## src/rtl/rxd_pkg.sv

```systemverilog
package rxd_pkg;

    typedef enum logic [2:0] {
        ST_IDLE,
        ST_RD_STAT,
        ST_RD_BUF,
        ST_RD_NEXT,
        ST_RECV,
        ST_WR_DATA,
        ST_WR_STAT
    } rxd_state_e;

    // descriptor status word bit positions (software decodes these)
    localparam int BIT_OWN   = 31;
    localparam int BIT_RUNT  = 22;
    localparam int BIT_ALIGN = 21;
    localparam int BIT_GOOD  = 20;
    localparam int BIT_LONG  = 19;
    localparam int BIT_CRC   = 17;

    // interrupt status bit positions
    localparam int IRQ_UNAVAIL = 10;
    localparam int IRQ_BUSERR  = 11;

    // register offsets
    localparam logic [7:0] OFF_BASE = 8'h00;
    localparam logic [7:0] OFF_CUR  = 8'h04;
    localparam logic [7:0] OFF_KICK = 8'h08;
    localparam logic [7:0] OFF_IRQ  = 8'h0C;

    function automatic logic [31:0] make_status(input logic [15:0] len,
                                                input logic crc,
                                                input logic align,
                                                input logic long_f,
                                                input logic runt);
        logic [31:0] s;
        s = 32'd0;
        s[15:0]      = len;
        s[BIT_CRC]   = crc;
        s[BIT_LONG]  = long_f;
        s[BIT_ALIGN] = align;
        s[BIT_RUNT]  = runt;
        s[BIT_GOOD]  = !(crc || long_f || align || runt);
        return s;
    endfunction

endpackage

```

## src/rtl/rxd_csr.sv

```systemverilog
module rxd_csr
    import rxd_pkg::*;
(
    input  logic        clk,
    input  logic        rst_n,
    input  logic        reg_we,
    input  logic [7:0]  reg_addr,
    input  logic [31:0] reg_wdata,
    output logic [31:0] reg_rdata,
    input  logic [31:0] cur_addr,
    input  logic        set_unavail,
    input  logic        set_berr,
    output logic        kick,
    output logic        load_cur,
    output logic        irq
);

    typedef struct packed {
        logic [31:0] base;
        logic        unav;
        logic        berr;
    } csr_t;

    csr_t q, d;
    logic w1c;

    always_comb begin
        d        = q;
        w1c      = reg_we && (reg_addr == OFF_IRQ);
        kick     = reg_we && (reg_addr == OFF_KICK) && reg_wdata[0];
        load_cur = reg_we && (reg_addr == OFF_BASE);
        if (load_cur) begin
            d.base = reg_wdata;
        end
        d.unav = (q.unav && !(w1c && reg_wdata[IRQ_UNAVAIL])) || set_unavail;
        d.berr = (q.berr && !(w1c && reg_wdata[IRQ_BUSERR])) || set_berr;

        reg_rdata = 32'd0;
        case (reg_addr)
            OFF_BASE: reg_rdata = q.base;
            OFF_CUR:  reg_rdata = cur_addr;
            OFF_IRQ: begin
                reg_rdata[IRQ_UNAVAIL] = q.unav;
                reg_rdata[IRQ_BUSERR]  = q.berr;
            end
            default:  reg_rdata = 32'd0;
        endcase
    end

    always_ff @(posedge clk or negedge rst_n) begin
        if (!rst_n) begin
            q <= '0;
        end else begin
            q <= d;
        end
    end

    assign irq = q.unav || q.berr;

    // a set event wins over a simultaneous clear
    assert_unavail_irq_R4: assert property (@(posedge clk) disable iff (!rst_n)
        set_unavail |=> irq);
    assert_berr_irq_R11: assert property (@(posedge clk) disable iff (!rst_n)
        set_berr |=> irq);
    assert_w1c_clear_R12: assert property (@(posedge clk) disable iff (!rst_n)
        (w1c && reg_wdata[IRQ_UNAVAIL] && reg_wdata[IRQ_BUSERR] && !set_unavail && !set_berr)
        |=> !irq);

endmodule

```

## src/rtl/rxd_packer.sv

```systemverilog
module rxd_packer #(
    parameter int BUF_BYTES = 1536,
    localparam int CW = $clog2(BUF_BYTES + 1)
) (
    input  logic          clk,
    input  logic          rst_n,
    input  logic          clear,
    input  logic          push,
    input  logic [7:0]    byte_in,
    input  logic          wclr,
    output logic [31:0]   word,
    output logic [CW-1:0] count,
    output logic          over
);

    localparam logic [CW-1:0] CAP = CW'(BUF_BYTES);

    typedef struct packed {
        logic [31:0]   word;
        logic [CW-1:0] count;
        logic          over;
    } pk_t;

    pk_t q, d;

    always_comb begin
        d = q;
        if (clear) begin
            d = '0;
        end else begin
            if (wclr) begin
                d.word = 32'd0;
            end
            if (push) begin
                if (q.count < CAP) begin
                    d.word[8*q.count[1:0] +: 8] = byte_in;
                    d.count = q.count + CW'(1);
                end else begin
                    d.over = 1'b1;
                end
            end
        end
    end

    always_ff @(posedge clk or negedge rst_n) begin
        if (!rst_n) begin
            q <= '0;
        end else begin
            q <= d;
        end
    end

    assign word  = q.word;
    assign count = q.count;
    assign over  = q.over;

    assert_count_cap_R8: assert property (@(posedge clk) disable iff (!rst_n)
        q.count <= CAP);
    assert_over_full_R8: assert property (@(posedge clk) disable iff (!rst_n)
        q.over |-> (q.count == CAP));

endmodule

```

## src/rtl/rxd_engine.sv

```systemverilog
module rxd_engine
    import rxd_pkg::*;
#(
    parameter int BUF_BYTES = 1536,
    parameter int MIN_LEN   = 64,
    localparam int CW = $clog2(BUF_BYTES + 1)
) (
    input  logic          clk,
    input  logic          rst_n,
    input  logic          kick,
    input  logic          load_cur,
    input  logic [31:0]   load_val,
    output logic [31:0]   cur_addr,
    output logic          set_unavail,
    output logic          set_berr,
    output logic          mem_req,
    output logic          mem_we,
    output logic [31:0]   mem_addr,
    output logic [31:0]   mem_wdata,
    input  logic [31:0]   mem_rdata,
    input  logic          mem_ack,
    input  logic          mem_err,
    input  logic          rx_valid,
    input  logic          rx_last,
    input  logic          rx_crc_err,
    input  logic          rx_align_err,
    output logic          rx_ready,
    output logic          pk_clear,
    output logic          pk_push,
    output logic          pk_wclr,
    input  logic [31:0]   pk_word,
    input  logic [CW-1:0] pk_count,
    input  logic          pk_over
);

    localparam logic [CW-1:0] CAP  = CW'(BUF_BYTES);
    localparam logic [CW-1:0] MINV = (MIN_LEN > BUF_BYTES) ? CAP : CW'(MIN_LEN);

    typedef struct packed {
        rxd_state_e  st;
        logic [31:0] cur;
        logic [31:0] buf_a;
        logic [31:0] nxt;
        logic        crc;
        logic        align;
        logic        last;
    } eng_t;

    eng_t q, d;
    logic [31:0] cnt32;
    logic        stored;

    always_comb begin
        d           = q;
        mem_req     = 1'b0;
        mem_we      = 1'b0;
        mem_addr    = 32'd0;
        mem_wdata   = 32'd0;
        rx_ready    = 1'b0;
        pk_clear    = 1'b0;
        pk_push     = 1'b0;
        pk_wclr     = 1'b0;
        set_unavail = 1'b0;
        set_berr    = 1'b0;
        cnt32       = 32'(pk_count);
        stored      = pk_count < CAP;

        case (q.st)
            ST_IDLE: begin
                if (load_cur) d.cur = load_val;
                if (kick)     d.st  = ST_RD_STAT;
            end
            ST_RD_STAT: begin
                mem_req  = 1'b1;
                mem_addr = q.cur;
                if (mem_ack) begin
                    if (!mem_rdata[BIT_OWN]) begin
                        set_unavail = 1'b1;
                        d.st        = ST_IDLE;
                    end else begin
                        d.st = ST_RD_BUF;
                    end
                end
            end
            ST_RD_BUF: begin
                mem_req  = 1'b1;
                mem_addr = q.cur + 32'd4;
                if (mem_ack) begin
                    d.buf_a = mem_rdata;
                    d.st    = ST_RD_NEXT;
                end
            end
            ST_RD_NEXT: begin
                mem_req  = 1'b1;
                mem_addr = q.cur + 32'd12;
                if (mem_ack) begin
                    d.nxt    = mem_rdata;
                    d.crc    = 1'b0;
                    d.align  = 1'b0;
                    d.last   = 1'b0;
                    pk_clear = 1'b1;
                    d.st     = ST_RECV;
                end
            end
            ST_RECV: begin
                rx_ready = 1'b1;
                if (rx_valid) begin
                    pk_push = 1'b1;
                    if (rx_last) begin
                        d.crc   = rx_crc_err;
                        d.align = rx_align_err;
                        d.last  = 1'b1;
                    end
                    if (stored && (pk_count[1:0] == 2'd3 || rx_last)) begin
                        d.st = ST_WR_DATA;
                    end else if (rx_last) begin
                        d.st = ST_WR_STAT;
                    end
                end
            end
            ST_WR_DATA: begin
                mem_req   = 1'b1;
                mem_we    = 1'b1;
                mem_addr  = q.buf_a + ((cnt32 - 32'd1) & ~32'd3);
                mem_wdata = pk_word;
                if (mem_ack) begin
                    pk_wclr = 1'b1;
                    d.st    = q.last ? ST_WR_STAT : ST_RECV;
                end
            end
            ST_WR_STAT: begin
                mem_req   = 1'b1;
                mem_we    = 1'b1;
                mem_addr  = q.cur;
                mem_wdata = make_status(cnt32[15:0], q.crc, q.align, pk_over,
                                        pk_count < MINV);
                if (mem_ack) begin
                    d.cur = q.nxt;
                    d.st  = ST_RD_STAT;
                end
            end
            default: d.st = ST_IDLE;
        endcase

        // a bus error on any access abandons the walk
        if (mem_req && mem_ack && mem_err) begin
            d           = q;
            d.st        = ST_IDLE;
            set_berr    = 1'b1;
            set_unavail = 1'b0;
            pk_clear    = 1'b0;
            pk_wclr     = 1'b0;
        end
    end

    always_ff @(posedge clk or negedge rst_n) begin
        if (!rst_n) begin
            q <= '{st: ST_IDLE, default: '0};
        end else begin
            q <= d;
        end
    end

    assign cur_addr = q.cur;

    assert_req_hold_R13: assert property (@(posedge clk) disable iff (!rst_n)
        (mem_req && !mem_ack) |=> (mem_req && $stable(mem_addr) && $stable(mem_we)
                                   && $stable(mem_wdata)));
    assert_ready_excl_R13: assert property (@(posedge clk) disable iff (!rst_n)
        rx_ready |-> !mem_req);
    assert_stop_after_unavail_R4: assert property (@(posedge clk) disable iff (!rst_n)
        set_unavail |=> (!mem_req && !rx_ready));
    assert_stop_after_berr_R11: assert property (@(posedge clk) disable iff (!rst_n)
        set_berr |=> (!mem_req && $stable(cur_addr)));
    assert_owner_clear_R6: assert property (@(posedge clk) disable iff (!rst_n)
        (mem_req && mem_we && mem_addr == q.cur) |-> (mem_wdata[31:30] == 2'b00));
    assert_follow_next_R10: assert property (@(posedge clk) disable iff (!rst_n)
        (q.st == ST_WR_STAT && mem_ack && !mem_err) |=> (cur_addr == $past(q.nxt)));

endmodule

```

## src/rtl/rxdma_ring.sv

```systemverilog
module rxdma_ring
    import rxd_pkg::*;
#(
    parameter int BUF_BYTES = 1536,
    parameter int MIN_LEN   = 64
) (
    input  logic        clk,
    input  logic        rst_n,
    input  logic        reg_we,
    input  logic [7:0]  reg_addr,
    input  logic [31:0] reg_wdata,
    output logic [31:0] reg_rdata,
    output logic        irq,
    output logic        mem_req,
    output logic        mem_we,
    output logic [31:0] mem_addr,
    output logic [31:0] mem_wdata,
    input  logic [31:0] mem_rdata,
    input  logic        mem_ack,
    input  logic        mem_err,
    input  logic        rx_valid,
    input  logic [7:0]  rx_data,
    input  logic        rx_last,
    input  logic        rx_crc_err,
    input  logic        rx_align_err,
    output logic        rx_ready
);

    localparam int CW = $clog2(BUF_BYTES + 1);

    logic [31:0]   cur_addr;
    logic          kick, load_cur, set_unavail, set_berr;
    logic          pk_clear, pk_push, pk_wclr, pk_over;
    logic [31:0]   pk_word;
    logic [CW-1:0] pk_count;

    rxd_csr u_csr (
        .clk         (clk),
        .rst_n       (rst_n),
        .reg_we      (reg_we),
        .reg_addr    (reg_addr),
        .reg_wdata   (reg_wdata),
        .reg_rdata   (reg_rdata),
        .cur_addr    (cur_addr),
        .set_unavail (set_unavail),
        .set_berr    (set_berr),
        .kick        (kick),
        .load_cur    (load_cur),
        .irq         (irq)
    );

    rxd_engine #(.BUF_BYTES(BUF_BYTES), .MIN_LEN(MIN_LEN)) u_engine (
        .clk          (clk),
        .rst_n        (rst_n),
        .kick         (kick),
        .load_cur     (load_cur),
        .load_val     (reg_wdata),
        .cur_addr     (cur_addr),
        .set_unavail  (set_unavail),
        .set_berr     (set_berr),
        .mem_req      (mem_req),
        .mem_we       (mem_we),
        .mem_addr     (mem_addr),
        .mem_wdata    (mem_wdata),
        .mem_rdata    (mem_rdata),
        .mem_ack      (mem_ack),
        .mem_err      (mem_err),
        .rx_valid     (rx_valid),
        .rx_last      (rx_last),
        .rx_crc_err   (rx_crc_err),
        .rx_align_err (rx_align_err),
        .rx_ready     (rx_ready),
        .pk_clear     (pk_clear),
        .pk_push      (pk_push),
        .pk_wclr      (pk_wclr),
        .pk_word      (pk_word),
        .pk_count     (pk_count),
        .pk_over      (pk_over)
    );

    rxd_packer #(.BUF_BYTES(BUF_BYTES)) u_packer (
        .clk     (clk),
        .rst_n   (rst_n),
        .clear   (pk_clear),
        .push    (pk_push),
        .byte_in (rx_data),
        .wclr    (pk_wclr),
        .word    (pk_word),
        .count   (pk_count),
        .over    (pk_over)
    );

endmodule

```

## config.mk

```make
export PLATFORM = sky130hd
export DESIGN_NAME = rxdma_ring
export DESIGN_NICKNAME = d
export VERILOG_FILES = /design/src/rtl/rxd_pkg.sv /design/src/rtl/rxd_csr.sv /design/src/rtl/rxd_packer.sv /design/src/rtl/rxd_engine.sv /design/src/rtl/rxdma_ring.sv
export SDC_FILE = /design/constraint.sdc
export NUM_CORES = 1
export LEC_CHECK = 0
export ABC_AREA = 1
export BUFFER_PORTS_ARGS = -buffer_cell sky130_fd_sc_hd__buf_4
export CORE_MARGIN = 2
export CORE_UTILIZATION = 30
export DETAILED_ROUTE_END_ITERATION = 8
export PLACE_DENSITY = 0.44
export SKIP_CTS_REPAIR_TIMING = 1
export SLEW_MARGIN = 5
export SYNTH_ARGS = -nofsm -noshare
export SYNTH_HDL_FRONTEND = slang
export SYNTH_SLANG_ARGS = --single-unit
```

## constraint.sdc

```tcl
create_clock -name clk -period 4.2 [get_ports clk]
set_input_delay 0.42 -clock clk [delete_from_list [all_inputs] [get_ports clk]]
set_output_delay 0.42 -clock clk [all_outputs]
set_load 0.05 [all_outputs]
```

# == Word-level counts from Yosys, hierarchy flattened ==
# Index checks and enable logic that the tools add are counted.
# classes
mux,49
order_cmp,2
shifts,2
n_addsub,6
div,0
bitwise,1
n_mul,0
reduce_logical,37
n_eq_ne,24
# ops
operator,n
32-bit 2-to-1 mux,6
32-bit case mux with 2 select lines,2
32-bit case mux with 4 select lines,1
102-bit 2-to-1 mux,1
44-bit 2-to-1 mux,2
35-bit 2-to-1 mux,2
43-bit 2-to-1 mux,1
20-bit case mux with 2 select lines,1
5-bit negator with 34-bit output,1
"8-bit by 34-bit variable shift with 32-bit output, first input constant",1
8-bit by 34-bit indexed part select with 32-bit output,1
"32-bit by 3-bit adder with 32-bit output, second input constant",1
32-bit adder,1
"32-bit by 4-bit adder with 32-bit output, second input constant",1
32-bit bitwise mux,1
3-bit 2-to-1 mux,10
"3-bit by 2-bit inequality test with 1-bit output, second input constant",7
3-bit case mux with 7 select lines,1
10-bit case mux with 2 select lines,1
"8-bit by 4-bit == test with 1-bit output, second input constant",2
1-bit 2-to-1 mux,16
"2-bit inequality test, second input constant",6
"11-bit by 1-bit subtractor with 12-bit output, second input constant",1
"11-bit by 1-bit adder with 11-bit output, second input constant",1
other kinds (25),53
# word_totals
latch_bits,0
in_bits,89
ram_bits,0
out_inout_bits,100
rom_bits,0
n_memories,0
elab_cells,134
ff_bits,180

# == Logic depth before layout (Yosys ltp) ==
# Gate-level depths: netlist of the first run.
# logic_depth
depth_word,12
depth_mapped,21
depth_no_buf,19

# == Hierarchy ==
# From an unflattened synthesis of the first run, not the netlist that was laid out.
# unflattened
cells_unflattened,1948
area_unflattened_um2,12554.5
# modules_own_cells
module,seq_area_each_um2,cells_each,instances,area_per_inst_um2
rxd_engine,2552.4,1435,1,8604.5
rxd_packer,1101.1,240,1,2090.8
rxd_csr,850.8,273,1,1859.3

# == Worst setup path before layout of the first run ==
# Ideal clock, no wire load.
# synth_timing
path_kind,register -> output
start,reg u_packer.q (netlist bit u_packer.count[0])
end,out mem_addr[17]
slack_ns,-0.122
stages_incl_launch_ff,20
required_time_ns,3.780
path_buffers,2
t_arrival_ns,3.902
cell_sequence,dfrtp_1 clkbuf_1 inv_1 ha_1 clkbuf_1 nand4_1 nor3_1 nand2_1 nor3_1 a21oi_1 ha_1 a21oi_1 o21bai_1 nand2_1 nand2_1 inv_1 nand2_1 nand2_1 nand2_1 o21ai_0
# synth_via
elab_chain_len,3
# synth_rtl
item,line,text
start: declaration,rxd_packer.sv:24,"pk_t q, d;"
start signal: assignment,rxd_packer.sv:47,q <= '0;
start signal: assignment,rxd_packer.sv:49,q <= d;
11-bit by 1-bit subtractor with 12-bit output,rxd_engine.sv:124,mem_addr = q.buf_a + ((cnt32 - 32'd1) & ~32'd3);
32-bit adder,rxd_engine.sv:124,
32-bit case mux with 4 select lines,rxd_engine.sv:68,case (q.st)
end: declaration,rxdma_ring.sv:16,"output logic [31:0] mem_addr,"
# No other way between the ends.

# == Worst setup path in the final report of the first run ==
# layout_timing
start,reg u_packer.q (netlist bit u_packer.count[2])
end,out mem_addr[30]
# The elaborated chain is that of the path after synthesis.

==> key figures, run 1 <==
Status
  – Status: complete, but fails checks
  – Failing checks: hold timing

Clock network
  – Htree depth: 4
  – CTS Buffer Depth: 2
  – TritonCTS Buffers: 17
  – Worst-path clk slew: 0.08 ns
  – CTS tree: yes
  – # clock sinks: 180
  – Clk root buf: clkbuf_16
  – Clock Latency Late Sink: 0.47 ns

Run
  – Max cap viols: 0

Power
  – Lkg Pwr: 7.53 nW
  – Tot Pwr: 12.5 mW
  – Max rail drop VDD: 0.000290 V
  – PD cells: 849 nW/um^2

Floorplanning
  – Die area: 41500 um^2
  – Die X: 204 um
  – Starting Density: 0.303
  – Io pins: 189
  – Row cnt: 73
  – Core ar.: 39500 um^2
  – Die height: 204 um

Timing
  – Fin crit share: 0.949
  – Setup Total Neg Slack: 0 ns
  – Worst setup margin: 0.212 ns
  – Tightest Pin Transition: 1.11 ns
  – Worst hold slack: -0.0394 ns
  – F_max: 251 MHz
  – Tmin final: 3.99 ns
  – Final setup vio count: 0
  – Fin. max-slew vios: 0
  – Relative slew margins: 0.262
  – Clock Skews: 0.0181 ns
  – RSZ-0062 raised after global routing: yes
  – Final Hold Vio Count: 14

Detailed routing
  – Vias per Instance: 4.86
  – Via Count: 12000
  – Initial DRC count: 802
  – Final wirelength: 45.8 mm
  – DRT Pass-1 Iters: 6
  – Drc violations: 0
  – Post-route ant nets: 0
  – Drt wl/cell: 18.6 um

Yosys
  – Post-synth top flop: dfrtp_1
  – Post-Syn Instances: 1754
  – Count of different cell masters after synthesis: 48
  – Number of flops mapped to enable cells by yosys: 0
  – Async SR Flop Fraction: 1.00
  – Syn_area_per_cell: 6.82 um^2
  – Sequential fraction of the synthesis area: 0.376
  – Post-synth net total: 1882
  – Cell Area, Synth: 12000 um^2
  – Synth Warn #: 0
  – Flops & latches, synth: 180

Setup path
  – Crit path kind: register to primary output
  – Worst path arrival time: 3.57 ns
  – Critical path launch point type: register
  – Critical path capture point type: primary output
  – CP max FO: 20
  – WP data required: 3.78 ns

Worst hold path
  – Hold WC Path Type: input port to asynchronous set/reset pin

Layout
  – # fillers: 4369
  – Antenna diodes: 0
  – Non-filler cells, final: 2465
  – Fin nets: 2055
  – Share of cells above drive strength 1: 0.158
  – Layout area overhead: 22.8%

Placed design
  – GP Congestion: 0.936
  – Detailed placer's ending HPWL: 35.8 mm
  – Worst slack, placed: 0.458 ns
  – DP Cell Count: 2430
  – Port Buffer Count: 188

Global routing
  – Total Routing Usage GR: 0.223
  – Total gr overflow: 0
  – First-pass GRT wire length: 70.2 mm
  – Pin count of the biggest net entering global routing: 83
  – Initial antenna violation count: 0
  – Vias in the first global route: 11900
logic make-up after synthesis:
| logic type | share of synthesized area |
|---|---|
| simple gates | 0.305 |
| buf+inv | 0.103 |
| compound gates | 0.151 |
| flops | 0.376 |
| fa+ha+maj | 0.0420 |
| xor+xnor | 0.0117 |
| mux | 0.0122 |
state kept, by name (all words and copies together), names as in the netlist:
name               cells
u_csr.q               34
u_engine.cur_addr     32
u_engine.q            70
u_packer.count        11
u_packer.over          1
u_packer.word         32
Yosys cell counts (8+ instances only):
cell      instances  share of area
a21oi_1          32          0.013
buf_2            17         0.0071
clkbuf_1         29         0.0091
dfrtp_1         180           0.38
ha_1             37          0.039
inv_1           253          0.079
mux2_1           12          0.011
nand2_1         557           0.17
nand3_1         119          0.050
nand4_1          13         0.0068
nor2_1          115          0.036
nor3_1           34          0.014
o211ai_1          8         0.0050
o21a_1           19          0.012
o21ai_0         174          0.073
o21ai_1          21         0.0088
o21bai_1          9         0.0056
o22ai_1          19         0.0099
o32ai_1          18          0.013
or2_2             9         0.0047
xor2_1           12         0.0088
metal layers:
metal | GRT usage | routed length (um) | up-vias
met4 | 0.0628 | 863 | 0
li1 | - | - | 6001
met5 | 0 | 0 | -
met3 | 0.0315 | 1940 | 35
met1 | 0.298 | 21000 | 5622
met2 | 0.376 | 22000 | 319
report_power, final:
group / internal [mW] / switching [mW] / leakage [nW]
Sequential: 2.42 / 0.580 / 2.32
Combinational: 2.41 / 5.36 / 4.92
Clock: 0.913 / 0.800 / 0.298
metrics by stage:
stage / cell area (um^2) / util
after floorplan: 12000 / -
after global placement: 13900 / 0.353
after detailed placement: 13900 / 0.353
after CTS: 14600 / 0.368
after global routing: 14700 / 0.372
final: 14700 / 0.372
layout make-up:
class | instances | area [um^2] | share of cell area
Clock buffer | 18 | 439 | 0.0299
Sequential cell | 180 | 4510 | 0.307
Multi-Input combinational cell | 1256 | 6350 | 0.432
Clock inverter | 14 | 169 | 0.0115
Tap cell | 525 | 657 | 0.0447
Inverter | 262 | 986 | 0.0671
Timing Repair Buffer | 210 | 1600 | 0.109
final timing paths:
check | from | cells after the start | slack [ns] | endpoint
max in group asynchronous | rst_n | 2 | 3.18 | u_packer.count[1]
setup reg to reg | u_engine.q[101] | 10 | 1.57 | u_engine.cur_addr[30]
hold reg to reg | u_engine.cur_addr[1] | 2 | 0.48 | u_engine.cur_addr[1]
hold / removal | rst_n | 1 | -0.04 | u_engine.q[58]
setup / recovery | u_packer.count[2] | 17 | 0.21 | mem_addr[30]
min in group clk | rx_data[3] | 3 | 0.17 | u_packer.word[3]
critical path, stage by stage, from the launching register on:
cell     delay, ns
dfrtp_1       0.46
inv_1         0.12
nand2_1       0.12
nor2_2        0.06
nand2_1       0.11
inv_1         0.06
buf_6         0.18
ha_2          0.44
nand2_1       0.21
nor2_1        0.24
inv_1         0.09
nor2_1        0.21
and2_1        0.17
nand2_1       0.06
nand3_1       0.10
nand3_2       0.14
nand3_2       0.15
buf_6         0.16
cells in the final DEF, fill, tap and decap left out, types with 17 or more instances in the layout:
| cell | count |
|---|---|
| nand2_1 | 550 |
| inv_1 | 252 |
| buf_4 | 205 |
| dfrtp_1 | 178 |
| o21ai_0 | 172 |
| nand3_1 | 112 |
| nor2_1 | 111 |
| ha_1 | 36 |
| nor3_1 | 33 |
| a21oi_1 | 27 |
| o21ai_1 | 21 |
| o22ai_1 | 19 |
| o21a_1 | 19 |
| o32ai_1 | 18 |
| clkbuf_16 | 17 |
Power figures use the tool's default switching activity.
==> inputs of run 2 (changes only) <==
- MAX_ROUTING_LAYER: unset -> met4
==> run 2 against run 1 <==
  * The flow now finishes without violations
  * First-iteration DRC count is 6.6% lower
  * Cell count is 0.12% lower
  * Worst setup slack worse by 0.036 ns
  * Highest routed layer unchanged
  * Cell area is 0.68% lower
  * Clock power is 5% lower
  * Critical path type unchanged
  * Largest power group unchanged
  * Combinational power is 2% lower
  * Critical endpoint is now mem_addr[12]
  * Critical path depth is 2 lower
  * Non-clock buffer count is 3 lower
==> key figures, run 2 (synthesis gave the netlist of run 1 again) <==
Setup path
  – Worst reg2reg setup slack: 1.18 ns (-0.39 ns)
  – Critical path capture point type: primary output
  – Worst path arrival time: 3.60 ns (+0.03 ns)
  – WP data required: 3.78 ns (about the same)
  – CP max FO: 6 (-70%)
  – CP top delay family: simple AND/OR/NAND/NOR gates
  – Critical path launch point type: register
  – Max incr delay on CP: 0.44 ns (-0.02 ns)
  – WP buf/inv: 3 (-2)
  – Crit path kind: register to primary output
  – Critical-path cell list: inv_2, ha_1, nand4_1, nor3_2, nand2_1, a21oi_1, ha_1, nand2_1, inv_1, a21oi_1, nand3_1, or2_2, nand3_1, o221ai_1, buf_4
  – Slowest CP cell: dfrtp_1

Layout
  – Largest register FFs: 70 (unchanged)
  – Layout area overhead: 22.0%
  – Fin nets: 2052 (-0.15%)
  – Post-route cell area: 14600 um^2 (-0.68%)
  – Antenna diodes: 0 (unchanged)
  – Largest registers in the final layout: u_engine.q x70, u_csr.q x34
  – Commonest cells after routing, fill and taps aside: nand2_1, inv_1, buf_4, dfrtp_1, o21ai_0
  – Commonest non-fill, non-tap cell in the layout: nand2_1
  – Share of cells above drive strength 1: 0.152 (-0.00595)
  – Top reg by flops: u_engine.q
  – Non-filler cells, final: 2462 (-0.12%)
  – # fillers: 4282 (-2.0%)

Global routing
  – Total Routing Usage GR: 0.233 (+0.00907)
  – Initial antenna violation count: 0 (unchanged)
  – First-pass GRT wire length: 71.0 mm (+1.1%)
  – Total gr overflow: 0 (unchanged)
  – Pin count of the biggest net entering global routing: 104 (+25%)
  – Vias in the first global route: 11900 (+0.25%)

Power
  – Max rail drop VDD: 0.000374 V (+29%)
  – Lkg Pwr: 7.47 nW (-0.91%)
  – PD cells: 840 nW/um^2 (-1.0%)
  – Tot Pwr: 12.3 mW (-1.7%)

Detailed routing
  – Drt wl/cell: 18.6 um (+0.24%)
  – Via Count: 12000 (+0.10%)
  – Vias per Instance: 4.87 (+0.22%)
  – Final wirelength: 45.8 mm (+0.12%)
  – Initial DRC count: 749 (-6.6%)
  – Drc violations: 0 (unchanged)
  – Post-route ant nets: 0 (unchanged)
  – DRT Pass-1 Iters: 5 (-1)

Floorplanning
  – Die height: 204 um (unchanged)
  – Die area: 41500 um^2 (unchanged)
  – Row cnt: 73 (unchanged)
  – Starting Density: 0.303 (unchanged)
  – Core ar.: 39500 um^2 (unchanged)
  – Die X: 204 um (unchanged)
  – Io pins: 189 (unchanged)

Worst hold path
  – Hold WC Path Type: input port to asynchronous set/reset pin

Timing
  – F_max: 249 MHz (-0.90%)
  – Tmin final: 4.02 ns (+0.0363 ns)
  – Clock Skews: 0.0110 ns (-0.00712 ns)
  – Fin. max-slew vios: 0 (unchanged)
  – RSZ-0062 raised after global routing: yes
  – Relative slew margins: 0.260 (-0.00169)
  – Final Hold Vio Count: 0 (-14)
  – Tightest Pin Transition: 1.11 ns (-0.000157 ns)
  – Final setup vio count: 0 (unchanged)
  – Fin crit share: 0.958 (+0.00865)

Placed design
  – Placed instance area: 13900 um^2 (unchanged)
  – DP Cell Count: 2430 (unchanged)
  – GP Congestion: 0.905 (-3.3%)
  – Detailed placer's ending HPWL: 35.9 mm (+0.21%)
  – Port Buffer Count: 188 (unchanged)

Clock network
  – Clock Latency Late Sink: 0.47 ns (about the same)
  – # clock sinks: 180 (unchanged)
  – CTS Buffer Depth: 2 (unchanged)
  – TritonCTS Buffers: 17 (unchanged)
  – Htree depth: 4 (unchanged)
  – Worst-path clk slew: 0.07 ns (about the same)
  – Clk root buf: clkbuf_16
  – CTS tree: yes

Status
  – Status: finished, final reports clean

Run
  – Max cap viols: 0 (unchanged)
run 2: report_power, final:
group / switching (mW) / internal, mW
Combinational: 5.28 / 2.37
Sequential: 0.584 / 2.42
Clock: 0.762 / 0.857
Total: 6.63 / 5.64
run 2: area by class of cell:
| class | instances | area, um^2 | area share |
|---|---|---|---|
| well taps | 525 | 657 | 0.0450 |
| multi-input cells | 1256 | 6310 | 0.432 |
| repair buffers | 207 | 1570 | 0.107 |
| flip-flops and latches | 180 | 4510 | 0.309 |
| clock buffers | 19 | 453 | 0.0310 |
| inverters | 262 | 983 | 0.0673 |
| clock inverters | 13 | 124 | 0.00848 |
run 2: worst paths after layout:
| kind | startpoint | to | cells past startpoint |
|---|---|---|---|
| max | u_packer.count[1] | mem_addr[12] | 15 |
| min | rst_n | u_engine.q[57] | 1 |
| max reg2reg | u_engine.q[99] | u_engine.q[55] | 9 |
| min reg2reg | u_engine.q[7] | u_engine.q[7] | 2 |
| max in group asynchronous | rst_n | u_engine.cur_addr[30] | 2 |
| min in group clk | rx_data[1] | u_packer.word[1] | 3 |
run 2: through the flow:
stage          utilization  setup TNS, ns  hold WS, ns  setup WS [ns]
6_report             0.369              0       0.0239          0.176
5_1_grt              0.369        -0.0309       0.0989        -0.0307
4_1_cts              0.367         -0.180       0.0867         -0.113
3_5_place_dp         0.353              0        0.473          0.407
3_3_place_gp         0.353              0        0.457          0.386
2_1_floorplan            -              0        0.124          0.209
run 2: routing by layer:
| layer | part of all wire | global-route usage | vias to the layer above |
|---|---|---|---|
| li1 | - | - | 5995 |
| met1 | 0.46 | 0.304 | 5633 |
| met2 | 0.48 | 0.378 | 325 |
| met3 | 0.042 | 0.0297 | 36 |
| met4 | 0.021 | 0.0644 | 0 |
| met5 | 0 | - | - |
==> inputs of run 3 (changes only) <==
- CTS_BUF_LIST: unset -> sky130_fd_sc_hd__clkbuf_4 sky130_fd_sc_hd__clkbuf_8
==> run 3 against run 2 <==
  * Via count down 0.18%
  * Clock power decreased by 25%
  * Non-clock buffer count is 4 higher
  * Core utilization did not move
  * The flow now finishes with violations (hold timing)
  * Die area did not move
  * Sequential power about the same
  * Largest power group unchanged
==> key figures, run 3 (synthesis gave the netlist of run 1 again) <==
Placed design
  – Detailed placer's ending HPWL: 35.9 mm (unchanged)
  – DP Cell Count: 2430 (unchanged)
  – GP Congestion: 0.905 (unchanged)
  – Port Buffer Count: 188 (unchanged)

Layout
  – # fillers: 4292 (+0.23%)
  – Area taken by multi-input logic gates: 6460 um^2 (+2.3%)
  – Commonest non-fill, non-tap cell in the layout: nand2_1
  – Share of cells above drive strength 1: 0.167 (+0.0157)
  – Top reg by flops: u_engine.q
  – Fin nets: 2056 (+0.19%)
  – Largest register FFs: 70 (unchanged)
  – Largest registers in the final layout: u_engine.q x70, u_csr.q x34
  – Layout area overhead: 22.0% (unchanged)
  – Commonest cells after routing, fill and taps aside: nand2_1, inv_1, buf_4, dfrtp_1, o21ai_0
  – Antenna diodes: 0 (unchanged)
  – Non-filler cells, final: 2466 (+0.16%)
  – Register area: 4510 um^2 (about the same)
  – Final core utilization: 0.369 (unchanged)

Global routing
  – Vias in the first global route: 11900 (-0.034%)
  – Total gr overflow: 0 (unchanged)
  – First-pass GRT wire length: 70.9 mm (about the same)
  – Initial antenna violation count: 0 (unchanged)
  – Pin count of the biggest net entering global routing: 104 (unchanged)
  – Total Routing Usage GR: 0.232 (about the same)

Detailed routing
  – DRT Pass-1 Iters: 7 (+2)
  – Final wirelength: 45.8 mm (about the same)
  – Initial DRC count: 771 (+2.9%)
  – Drt wl/cell: 18.6 um (-0.13%)
  – Post-route ant nets: 0 (unchanged)
  – Via Count: 12000 (-0.18%)
  – Vias per Instance: 4.85 (-0.35%)
  – Drc violations: 0 (unchanged)

Clock network
  – Htree depth: 4 (unchanged)
  – Clock Latency Late Sink: 0.52 ns (+0.05 ns)
  – # clock sinks: 180 (unchanged)
  – CTS tree: yes
  – Clk root buf: clkbuf_8
  – TritonCTS Buffers: 17 (unchanged)
  – CTS Buffer Depth: 2 (unchanged)
  – Worst-path clk slew: 0.11 ns (+0.04 ns)

Setup path
  – CP max FO: 5 (-1)
  – Cell depth of the worst setup path: 16 (+1)
  – CP top delay family: simple AND/OR/NAND/NOR gates
  – Worst path arrival time: 3.57 ns (-0.03 ns)
  – Max incr delay on CP: 0.44 ns (about the same)
  – Crit path kind: register to primary output
  – Critical path launch point type: register
  – Critical path capture point type: primary output
  – R2R depth: 9 (unchanged)
  – Most frequent CP cell: inv_1
  – Slowest CP cell: dfrtp_2
  – Critical-path cell list: inv_1, ha_1, nand4_1, nor3_2, nand2_2, nor3_4, a21oi_4, ha_4, nand2_1, inv_1, a21oi_2, nand3_2, or2_2, nand3_1, o221ai_2, buf_4
  – WP buf/inv: 3 (unchanged)
  – WP data required: 3.78 ns (about the same)

Power
  – Max rail drop VDD: 0.000349 V (-6.4%)
  – Lkg Pwr: 7.46 nW (-0.13%)
  – PD cells: 828 nW/um^2 (-1.4%)

Timing
  – Final Hold Vio Count: 7 (+7)
  – Tightest Pin Transition: 1.08 ns (-0.0252 ns)
  – Worst hold slack: -0.0460 ns (-0.0699 ns)
  – Clock Skews: 0.0155 ns (+0.00449 ns)
  – Fin. max-slew vios: 0 (unchanged)
  – F_max: 251 MHz (+0.95%)
  – Final setup vio count: 0 (unchanged)
  – Relative slew margins: 0.277 (+0.0169)
  – RSZ-0062 raised after global routing: yes
  – Tmin final: 3.99 ns (-0.0378 ns)
  – Fin crit share: 0.949 (-0.00900)

Floorplanning
  – Core ar.: 39500 um^2 (unchanged)
  – Row cnt: 73 (unchanged)
  – Starting Density: 0.303 (unchanged)
  – Die area: 41500 um^2 (unchanged)
  – Die height: 204 um (unchanged)
  – Die X: 204 um (unchanged)
  – Io pins: 189 (unchanged)

Status
  – Failing checks: hold timing
  – Status: complete, but fails checks

Worst hold path
  – Hold WC Path Type: input port to asynchronous set/reset pin

Run
  – Max cap viols: 0 (unchanged)
[run 3: cell types whose count changed in the layout (fill, tap and decap cells not counted), sizes merged]
| cell | change |
|---|---|
| buf | +4 |
[run 3: per-layer routing]
| layer | share of wire | global-route usage | up-vias |
|---|---|---|---|
| met5 | 0 | - | - |
| met4 | 0.021 | 0.0600 | 0 |
| met3 | 0.038 | 0.0297 | 38 |
| met2 | 0.48 | 0.379 | 286 |
| met1 | 0.46 | 0.305 | 5650 |
| li1 | - | - | 5993 |
[run 3: area by class of cell]
type	instances	area share
clock buffers	19	0.0179
repair buffers	211	0.110
clock inverters	13	0.00848
multi-input cells	1256	0.442
flip-flops and latches	180	0.309
inverters	262	0.0675
well taps	525	0.0450
[run 3: path summary, 6_finish.rpt]
kind / from / end / slack [ns]
setup / recovery: u_packer.count[0] / mem_addr[12] / 0.21
hold / removal: rst_n / u_packer.count[8] / -0.05
setup reg to reg: u_engine.q[99] / u_engine.q[55] / 1.16
hold reg to reg: u_engine.q[7] / u_engine.q[7] / 0.50
max in group asynchronous: rst_n / u_csr.q[31] / 3.22
min in group clk: rx_data[1] / u_packer.word[1] / 0.11
[run 3: power by group]
part / internal (mW) / leakage (nW) / switching [mW]
Sequential: 2.42 / 2.32 / 0.588
Combinational: 2.48 / 4.94 / 5.39
Clock: 0.509 / 0.195 / 0.713
Total: 5.40 / 7.46 / 6.69
[run 3: worst register-to-register path, stage by stage (launching register included)]
cell and delay [ns]:
dfrtp_1 0.52, inv_1 0.11, nand3_2 0.09, buf_4 0.40, nand3_1 0.30, nand3_2 0.28
nand2_1 0.10, inv_2 0.09, nand2_2 0.58, o21ai_0 0.47
[run 3: metrics by stage]
stage	total power, mW	hold slack, ns	instance area, um^2	TNS, ns	setup slack (ns)
global placement	10.6	0.457	13900	0	0.386
finish	12.1	-0.0460	14600	0	0.214
global route	13.2	0.0159	14600	-0.144	-0.0489
detailed placement	10.6	0.473	13900	0	0.407
CTS	11.9	0.00239	14300	-0.732	-0.212
floorplan	8.07	0.124	12000	0	0.209
